**src/rtl/wdog_pkg.sv**
```systemverilog
package wdog_pkg;
  // configuration word field layout
  localparam int MODE_LSB = 0;
  localparam int MODE_W   = 2;
  localparam int LEN_LSB  = 4;
  localparam int LEN_W    = 16;
  localparam int CNT_LSB  = 20;
  localparam int CNT_W    = 24;
  localparam int FRAC_W   = CNT_W - LEN_W;

  // shared register byte addresses
  localparam int OFS_STATUS   = 32'h200;
  localparam int OFS_EN_CLR   = 32'h210;
  localparam int OFS_EN_SET   = 32'h218;
  localparam int OFS_POKE     = 32'h10000;
  localparam int WORD_STRIDE  = 8;

  typedef enum logic [MODE_W-1:0] {
    WM_OFF  = 2'd0,
    WM_IRQ  = 2'd1,
    WM_TRAP = 2'd2,
    WM_FULL = 2'd3
  } wd_mode_e;
endpackage

```
**src/rtl/wdog_prescaler.sv**
```systemverilog
module wdog_prescaler #(
  parameter int PRESC_LOG2 = 10
) (
  input  logic clk,
  input  logic rst,
  output logic tick_o
);
  logic [PRESC_LOG2-1:0] div_q;

  always_ff @(posedge clk) begin
    if (rst) div_q <= '0;
    else     div_q <= div_q + 1'b1;
  end

  assign tick_o = &div_q;

  // ticks are spaced by the prescaler period, never adjacent
  assert_tick_spacing_R3: assert property (@(posedge clk) disable iff (rst)
    tick_o |=> !tick_o);
endmodule

```
**src/rtl/wdog_core_timer.sv**
```systemverilog
module wdog_core_timer
  import wdog_pkg::*;
(
  input  logic             clk,
  input  logic             rst,
  input  logic             tick_i,
  input  logic             cfg_we_i,
  input  logic [MODE_W-1:0] cfg_mode_i,
  input  logic [LEN_W-1:0]  cfg_len_i,
  input  logic [CNT_W-1:0]  cfg_cnt_i,
  input  logic             poke_i,
  output logic [MODE_W-1:0] mode_o,
  output logic [LEN_W-1:0]  len_o,
  output logic [CNT_W-1:0]  cnt_o,
  output logic             irq_evt_o,
  output logic             trap_o,
  output logic             rst_req_o
);
  logic [MODE_W-1:0] mode_q;
  logic [LEN_W-1:0]  len_q;
  logic [CNT_W-1:0]  cnt_q;
  logic [1:0]        stage_q;
  logic              trap_q, rreq_q;

  logic [CNT_W-1:0]  reload;
  logic              running, expire, advance;
  logic [1:0]        stage_nx;

  always_comb begin
    reload   = {len_q, {FRAC_W{1'b0}}};
    running  = (mode_q != WM_OFF);
    expire   = tick_i && running && (cnt_q == '0) && !cfg_we_i && !poke_i;
    advance  = expire && (stage_q < mode_q);
    stage_nx = stage_q + 2'd1;
  end

  assign irq_evt_o = advance && (stage_nx == 2'd1);

  always_ff @(posedge clk) begin
    if (rst) begin
      mode_q  <= WM_OFF;
      len_q   <= '0;
      cnt_q   <= '0;
      stage_q <= '0;
      trap_q  <= 1'b0;
      rreq_q  <= 1'b0;
    end else begin
      trap_q <= advance && (stage_nx == 2'd2);
      if (advance && (stage_nx == 2'd3)) rreq_q <= 1'b1;
      if (cfg_we_i) begin
        mode_q <= cfg_mode_i;
        len_q  <= cfg_len_i;
        cnt_q  <= cfg_cnt_i;
      end else if (poke_i) begin
        cnt_q   <= reload;
        stage_q <= '0;
      end else if (tick_i && running) begin
        if (cnt_q == '0) begin
          cnt_q <= reload;
          if (advance) stage_q <= stage_nx;
        end else begin
          cnt_q <= cnt_q - 1'b1;
        end
      end
    end
  end

  assign mode_o    = mode_q;
  assign len_o     = len_q;
  assign cnt_o     = cnt_q;
  assign trap_o    = trap_q;
  assign rst_req_o = rreq_q;

  // reset request is sticky
  assert_rreq_sticky_R5: assert property (@(posedge clk) disable iff (rst)
    rreq_q |=> rreq_q);
  // trap is a single-cycle pulse
  assert_trap_pulse_R5: assert property (@(posedge clk) disable iff (rst)
    trap_q |=> !trap_q);
  // a stopped timer holds its count
  assert_frozen_count_R3: assert property (@(posedge clk) disable iff (rst)
    (mode_q == WM_OFF && !cfg_we_i && !poke_i) |=> $stable(cnt_q));
  // reset request only rises in full escalation mode
  assert_rreq_mode_R6: assert property (@(posedge clk) disable iff (rst)
    $rose(rreq_q) |-> ($past(mode_q) == WM_FULL));
endmodule

```
**src/rtl/wdog_regs.sv**
```systemverilog
module wdog_regs
  import wdog_pkg::*;
#(
  parameter int NUM_CORES = 4,
  parameter int ADDR_W    = 17,
  parameter int DATA_W    = 64
) (
  input  logic                              clk,
  input  logic                              rst,
  input  logic                              req_valid,
  input  logic                              req_write,
  input  logic [ADDR_W-1:0]                 req_addr,
  input  logic [DATA_W-1:0]                 req_wdata,
  input  logic [NUM_CORES-1:0][MODE_W-1:0]  mode_i,
  input  logic [NUM_CORES-1:0][LEN_W-1:0]   len_i,
  input  logic [NUM_CORES-1:0][CNT_W-1:0]   cnt_i,
  input  logic [NUM_CORES-1:0]              irq_evt_i,
  output logic [NUM_CORES-1:0]              cfg_we_o,
  output logic [MODE_W-1:0]                 cfg_mode_o,
  output logic [LEN_W-1:0]                  cfg_len_o,
  output logic [CNT_W-1:0]                  cfg_cnt_o,
  output logic [NUM_CORES-1:0]              poke_o,
  output logic [DATA_W-1:0]                 rd_data_o,
  output logic [NUM_CORES-1:0]              irq_o
);
  logic [NUM_CORES-1:0] status_q, en_q, irq_q;
  logic [DATA_W-1:0]    rd_q, rd_mux;
  logic                 wr, rd;
  logic [NUM_CORES-1:0] clr_status, en_set, en_clr;
  logic                 unused_wdata;

  assign wr = req_valid && req_write;
  assign rd = req_valid && !req_write;

  assign cfg_mode_o = req_wdata[MODE_LSB +: MODE_W];
  assign cfg_len_o  = req_wdata[LEN_LSB +: LEN_W];
  assign cfg_cnt_o  = req_wdata[CNT_LSB +: CNT_W];
  assign unused_wdata = ^req_wdata;

  always_comb begin
    cfg_we_o = '0;
    poke_o   = '0;
    for (int c = 0; c < NUM_CORES; c++) begin
      if (wr && req_addr == ADDR_W'(WORD_STRIDE * c)) cfg_we_o[c] = 1'b1;
      if (wr && req_addr == ADDR_W'(OFS_POKE + WORD_STRIDE * c) && req_wdata[0])
        poke_o[c] = 1'b1;
    end
    clr_status = (wr && req_addr == ADDR_W'(OFS_STATUS)) ? req_wdata[NUM_CORES-1:0] : '0;
    en_set     = (wr && req_addr == ADDR_W'(OFS_EN_SET)) ? req_wdata[NUM_CORES-1:0] : '0;
    en_clr     = (wr && req_addr == ADDR_W'(OFS_EN_CLR)) ? req_wdata[NUM_CORES-1:0] : '0;
  end

  always_comb begin
    rd_mux = '0;
    for (int c = 0; c < NUM_CORES; c++) begin
      if (req_addr == ADDR_W'(WORD_STRIDE * c)) begin
        rd_mux[MODE_LSB +: MODE_W] = mode_i[c];
        rd_mux[LEN_LSB +: LEN_W]   = len_i[c];
        rd_mux[CNT_LSB +: CNT_W]   = cnt_i[c];
      end
    end
    if (req_addr == ADDR_W'(OFS_STATUS)) rd_mux[NUM_CORES-1:0] = status_q;
    if (req_addr == ADDR_W'(OFS_EN_CLR) || req_addr == ADDR_W'(OFS_EN_SET))
      rd_mux[NUM_CORES-1:0] = en_q;
  end

  always_ff @(posedge clk) begin
    if (rst) begin
      status_q <= '0;
      en_q     <= '0;
      irq_q    <= '0;
      rd_q     <= '0;
    end else begin
      status_q <= (status_q & ~clr_status) | irq_evt_i;
      en_q     <= (en_q & ~en_clr) | en_set;
      irq_q    <= status_q & en_q;
      rd_q     <= rd ? rd_mux : '0;
    end
  end

  assign rd_data_o = rd_q;
  assign irq_o     = irq_q;

  // a status bit only appears after an expiry event
  assert_status_source_R8: assert property (@(posedge clk) disable iff (rst)
    ((status_q & ~$past(status_q)) != '0) |-> ($past(irq_evt_i) != '0));
  // an interrupt line never rises without its enable
  assert_irq_gated_R9: assert property (@(posedge clk) disable iff (rst)
    ((irq_q & ~$past(en_q)) == '0));
  // an undefined address reads zero
  assert_undef_zero_R10: assert property (@(posedge clk) disable iff (rst)
    $past(rd && req_addr == ADDR_W'(OFS_STATUS + WORD_STRIDE)) |-> (rd_q == '0));
endmodule

```
**src/rtl/percore_watchdog.sv**
```systemverilog
module percore_watchdog
  import wdog_pkg::*;
#(
  parameter int NUM_CORES  = 4,
  parameter int ADDR_W     = 17,
  parameter int DATA_W     = 64,
  parameter int PRESC_LOG2 = 10
) (
  input  logic                 clk,
  input  logic                 rst,
  input  logic                 req_valid,
  input  logic                 req_write,
  input  logic [ADDR_W-1:0]    req_addr,
  input  logic [DATA_W-1:0]    req_wdata,
  output logic [DATA_W-1:0]    rsp_rdata,
  output logic [NUM_CORES-1:0] irq_o,
  output logic [NUM_CORES-1:0] trap_o,
  output logic [NUM_CORES-1:0] rst_req_o
);
  logic                             tick;
  logic [NUM_CORES-1:0]             cfg_we, poke, irq_evt;
  logic [MODE_W-1:0]                cfg_mode;
  logic [LEN_W-1:0]                 cfg_len;
  logic [CNT_W-1:0]                 cfg_cnt;
  logic [NUM_CORES-1:0][MODE_W-1:0] mode_w;
  logic [NUM_CORES-1:0][LEN_W-1:0]  len_w;
  logic [NUM_CORES-1:0][CNT_W-1:0]  cnt_w;

  wdog_prescaler #(.PRESC_LOG2(PRESC_LOG2)) u_presc (
    .clk(clk), .rst(rst), .tick_o(tick)
  );

  wdog_regs #(.NUM_CORES(NUM_CORES), .ADDR_W(ADDR_W), .DATA_W(DATA_W)) u_regs (
    .clk(clk), .rst(rst),
    .req_valid(req_valid), .req_write(req_write),
    .req_addr(req_addr), .req_wdata(req_wdata),
    .mode_i(mode_w), .len_i(len_w), .cnt_i(cnt_w), .irq_evt_i(irq_evt),
    .cfg_we_o(cfg_we), .cfg_mode_o(cfg_mode), .cfg_len_o(cfg_len),
    .cfg_cnt_o(cfg_cnt), .poke_o(poke),
    .rd_data_o(rsp_rdata), .irq_o(irq_o)
  );

  for (genvar g = 0; g < NUM_CORES; g++) begin : g_core
    wdog_core_timer u_tmr (
      .clk(clk), .rst(rst), .tick_i(tick),
      .cfg_we_i(cfg_we[g]), .cfg_mode_i(cfg_mode),
      .cfg_len_i(cfg_len), .cfg_cnt_i(cfg_cnt),
      .poke_i(poke[g]),
      .mode_o(mode_w[g]), .len_o(len_w[g]), .cnt_o(cnt_w[g]),
      .irq_evt_o(irq_evt[g]), .trap_o(trap_o[g]), .rst_req_o(rst_req_o[g])
    );
  end
endmodule

```
**config.mk**
```make
export PLATFORM = sky130hd
export DESIGN_NAME = percore_watchdog
export DESIGN_NICKNAME = d
export VERILOG_FILES = /design/src/rtl/wdog_pkg.sv /design/src/rtl/wdog_prescaler.sv /design/src/rtl/wdog_core_timer.sv /design/src/rtl/wdog_regs.sv /design/src/rtl/percore_watchdog.sv
export SDC_FILE = /design/constraint.sdc
export NUM_CORES = 1
export LEC_CHECK = 0
export BUFFER_PORTS_ARGS = -buffer_cell sky130_fd_sc_hd__buf_4
export CORE_MARGIN = 8
export CORE_UTILIZATION = 25
export CTS_BUF_LIST = sky130_fd_sc_hd__clkbuf_8
export CTS_CLUSTER_SIZE = 25
export DETAILED_ROUTE_END_ITERATION = 7
export PLACE_DENSITY = 0.49
export SETUP_SLACK_MARGIN = 0.15
export SLEW_MARGIN = 5
export SYNTH_ARGS = -nofsm -noshare
export SYNTH_HDL_FRONTEND = slang
export SYNTH_HIERARCHICAL = 1
export SYNTH_SLANG_ARGS = --single-unit
```
**constraint.sdc**
```tcl
create_clock -name clk -period 4.2 [get_ports clk]
set_input_delay 0.84 -clock clk [delete_from_list [all_inputs] [get_ports clk]]
set_output_delay 0.84 -clock clk [all_outputs]
set_load 0.02 [all_outputs]
```
==> summary.md <==
| Metric | Value |
|---|---|
| Wire length per cell | 23.9 um |
| Seq pwr share | 46.8% |
| CTS tree | yes |
| DRC viols | 0 |
| Clock Pin Slew Worst Setup and Hold Paths | 0.06 ns |
| P_leak | 6.67 nW |
| Input/output buffers | 120 |
| Die Span Y | 259 um |
| Critical Path RT | 4.70 ns |
| Final hold violations | 0 |
| Slew Limit Fails | 0 |
| Layout net count | 1,989 |
| HPWL after DPL | 47,000 um |
| Clk pwr share | 47.5% |
| Tot Pwr | 5.08 mW |
| Wire length on met1 | 27,300 um |
| FFs w/ async S/R, synth | 0% |
| Most common cell on crit path | buf_4 |
| CP startpoint kind | primary input |
| Worst Setup Path Type | in2reg |
| Yosys warns | 6 |
| Post-CTS setup buffers | 0 |
| EDFF count, synth | 0 |
| Mapped cell area | 14,800 sq um |
| Die area | 67,200 sq um |
| Top Metal Used | met5 |
| Post-route ant nets | 0 |
| FP Rows | 89 |
| Cell Pwr Density | 297 nW/um^2 |
| GRT Util Overall | 18.2% |
| Grt ovf | 0 |
| CP peak stage delay | 0.63 ns |
| Clock sink count | 250 |
| Ys flop type | dfxtp_1 |
| Io pins | 161 |
| Worst Clk Skew | 0.0429 ns |
| RSZ-0062 raised after global routing | no |
| Total Neg Setup Slack | 0 ns |
| Vias in the first global route | 14,100 |
| Cells after synthesis | 1,819 |
| Die X | 259 um |
| WL final | 64,200 um |
| Post_cts resized | 0 |
| Post-synth cell types | 85 |
| Internal power | 3.73 mW |
| Net Sw Frac | 26.6% |
| Clock Latency Late Sink | 0.64 ns |
| Cts bufs inserted | 47 |
| Register area | 5000 sq um |
| Final min period | 3.35 ns |
| Largest net degree at the start of global routing | 70 |
| Critical path's slowest cell | a2111oi_0 |
| Crit path buf inv count | 3 |
| Final-report setup violation count | 0 |
| Area grow syn2layout | 15.5% |
| Run status | finished clean |
| Pre-antenna DRT Iters | 8 |
| Crit end category | register |
| Combinational power share | 5.7% |
| Wire length on met2 | 29,800 um |
| Headroom to the max-slew limit | 15.9% |
| Final period util | 79.8% |
| Worst IR Drop VDD | 186 uV |
| Max-Cap Viols | 0 |
| Critical path cell sequence | buf_4, or4_4, or4_1, buf_4, nor3_2, buf_4, nor2_1, a21boi_1, a2111oi_0, nor4_1 |
| Vias | 14,600 |
| Fill cells | 6,413 |
| End-of-flow core utilization | 29.1% |
| Flops & latches, synth | 250 |
| First-pass GRT wire length | 93,800 um |
| Sw power | 1.35 mW |
| Routed wl met3 | 4360 um |
| Hold_buf cts | 0 |
| Initial Utilization | 25.2% |
| Fmax | 0.298 GHz |
| Worst Path Arrival | 3.86 ns |
| Multi-input logic area | 8520 sq um |
| CTS Buffer Depth | 3 |
| Routability cong. | 0.936 |
| Share of cells above drive strength 1 | 18.3% |
| Core area | 58,800 sq um |
| Min-delay worst type | in2reg |
| CTS root buf | clkbuf_8 |
| Sequential share of the synthesized area | 33.8% |
| Initial antenna violation count | 5 |
| CP max FO | 14 |
| Mean post-synth cell area | 8.13 sq um |
| Least-Margin Pin Slew | 1.26 ns |
| Initial DRC Count | 1,701 |
| Vias/cell | 5.42 |
| Crit path max-delay family | simple AND/OR/NAND/NOR gates |
| CTS H-tree lvls | 2 |
## through the flow
stage / cells / hold slack, ns / area, sq um / setup WS, ns
after floorplan: 1838 / 0.430 / 14900 / 0.631
after CTS: 2684 / 0.389 / 17100 / 0.926
final: 2687 / 0.450 / 17100 / 0.848
after detailed placement: 2603 / 0.454 / 16200 / 0.251
after global routing: 2685 / 0.413 / 17100 / 0.761
after global placement: 2603 / 0.441 / 16200 / 0.369
## area by class of cell
cell class / count / area share (%)
multi-input combinational: 1305 / 49.9
sequential: 250 / 29.3
timing repair buffer: 169 / 7.45
tap: 773 / 5.66
clock buffer: 57 / 4.59
inverter: 106 / 2.33
clock inverter: 24 / 0.776
antenna: 3 / 0.0439
## layout by cell type (no fill, tap or decap), types with 15 or more instances in the layout
cell type  count
nand3_1       31
nor4_1        37
conb_1        20
nand2_1      112
a22oi_1       22
a31oi_1       28
nand4_1       15
dfxtp_1      250
nor2_1       196
inv_1        121
nand2b_1      65
a211oi_1      28
a21oi_1      124
a32o_2        40
ha_1          25
clkbuf_8      57
and3_1        15
buf_4        168
or4_1         18
o21ai_0      106
nor3_1        37
mux2i_1       68
## cell usage after synthesis (7+ instances only)
cell | n | area, sq um
dfxtp_1 | 250 | 5000
nor2_1 | 199 | 747
a21oi_1 | 124 | 621
nand2_1 | 112 | 420
inv_1 | 106 | 398
o21ai_0 | 106 | 531
clkbuf_1 | 80 | 300
mux2i_1 | 68 | 681
buf_4 | 65 | 488
nand2b_1 | 65 | 407
a32o_2 | 40 | 450
nor3_1 | 39 | 195
nor4_1 | 38 | 238
nand3_1 | 31 | 155
a211oi_1 | 28 | 210
a31oi_1 | 28 | 175
ha_1 | 25 | 313
a22oi_1 | 22 | 165
or4_1 | 18 | 135
and3_1 | 16 | 100
nand4_1 | 15 | 93.8
buf_2 | 14 | 70.1
o21a_1 | 14 | 105
o311ai_0 | 14 | 123
xor2_1 | 14 | 123
a221oi_1 | 13 | 114
o221ai_1 | 13 | 114
and4_1 | 12 | 105
nor2b_1 | 12 | 75.1
o31ai_1 | 12 | 90.1
buf_1 | 11 | 41.3
a21boi_0 | 10 | 75.1
a31o_2 | 10 | 87.6
a32o_1 | 10 | 100
nor3b_1 | 10 | 75.1
o22ai_1 | 10 | 62.6
a2111oi_0 | 9 | 78.8
and2_1 | 9 | 56.3
buf_6 | 7 | 78.8
o211a_1 | 7 | 70.1
o211ai_1 | 7 | 52.6
or4_4 | 7 | 78.8
## metal layers
layer	vias up	GRT usage (%)
li1	6728	-
met1	7124	23.5
met2	589	29.8
met3	133	3.35
met4	2	7.61
met5	-	0
## worst reg2reg max path: cells and delay by family, from the launching register on
| kind | cells | cell delay [ns] |
|---|---|---|
| and+or+nand+nor | 7 | 2.60 |
| DFF | 1 | 0.39 |
## logic make-up after synthesis
group	synth area share [%]
and+or+nand+nor	23.2
AOI/OAI and AO/OA	25.4
other	0.0253
buffers and inverters	9.30
xor gates and xnor gates	1.12
muxes	5.06
adders and majority gates	2.11
DFF	33.8
## worst paths after layout
kind	startpoint	to	slack, ns	depth (start not counted)
min reg2reg	u_presc/div_q[0]	u_presc/div_q[0]	0.47	1
max reg2reg	g_core[2].u_tmr/cnt_o[8]	u_regs/status_q[2]	1.11	7
max	req_addr[8]	g_core[1].u_tmr/cnt_o[20]	0.85	10
min	req_wdata[2]	u_regs/en_q[2]	0.45	2
## power groups by stage
| stage | registers, mW | clock network (mW) | logic (mW) |
|---|---|---|---|
| 6_report | 2.38 | 2.42 | 0.291 |
| 5_1_grt | 2.38 | 2.58 | 0.297 |
| 4_1_cts | 2.38 | 2.49 | 0.283 |
| 3_5_place_dp | 2.43 | 0 | 0.283 |
| 3_3_place_gp | 2.43 | 0 | 0.281 |
| 2_1_floorplan | 2.43 | 0 | 0.164 |
## sequential cells by signal (all words and copies together) (netlist names)
signal and cells:
u_regs/rd_data_o 44, g_core.u_tmr/rst_req_o 4, u_regs/en_q 4, g_core.u_tmr/len_o 64
u_presc/div_q 10, u_regs/irq_o 4, g_core.u_tmr/stage_q 8, g_core.u_tmr/mode_o 8
g_core.u_tmr/trap_o 4, g_core.u_tmr/cnt_o 96, u_regs/status_q 4
Note: power is estimated with default switching activity, not from simulation.
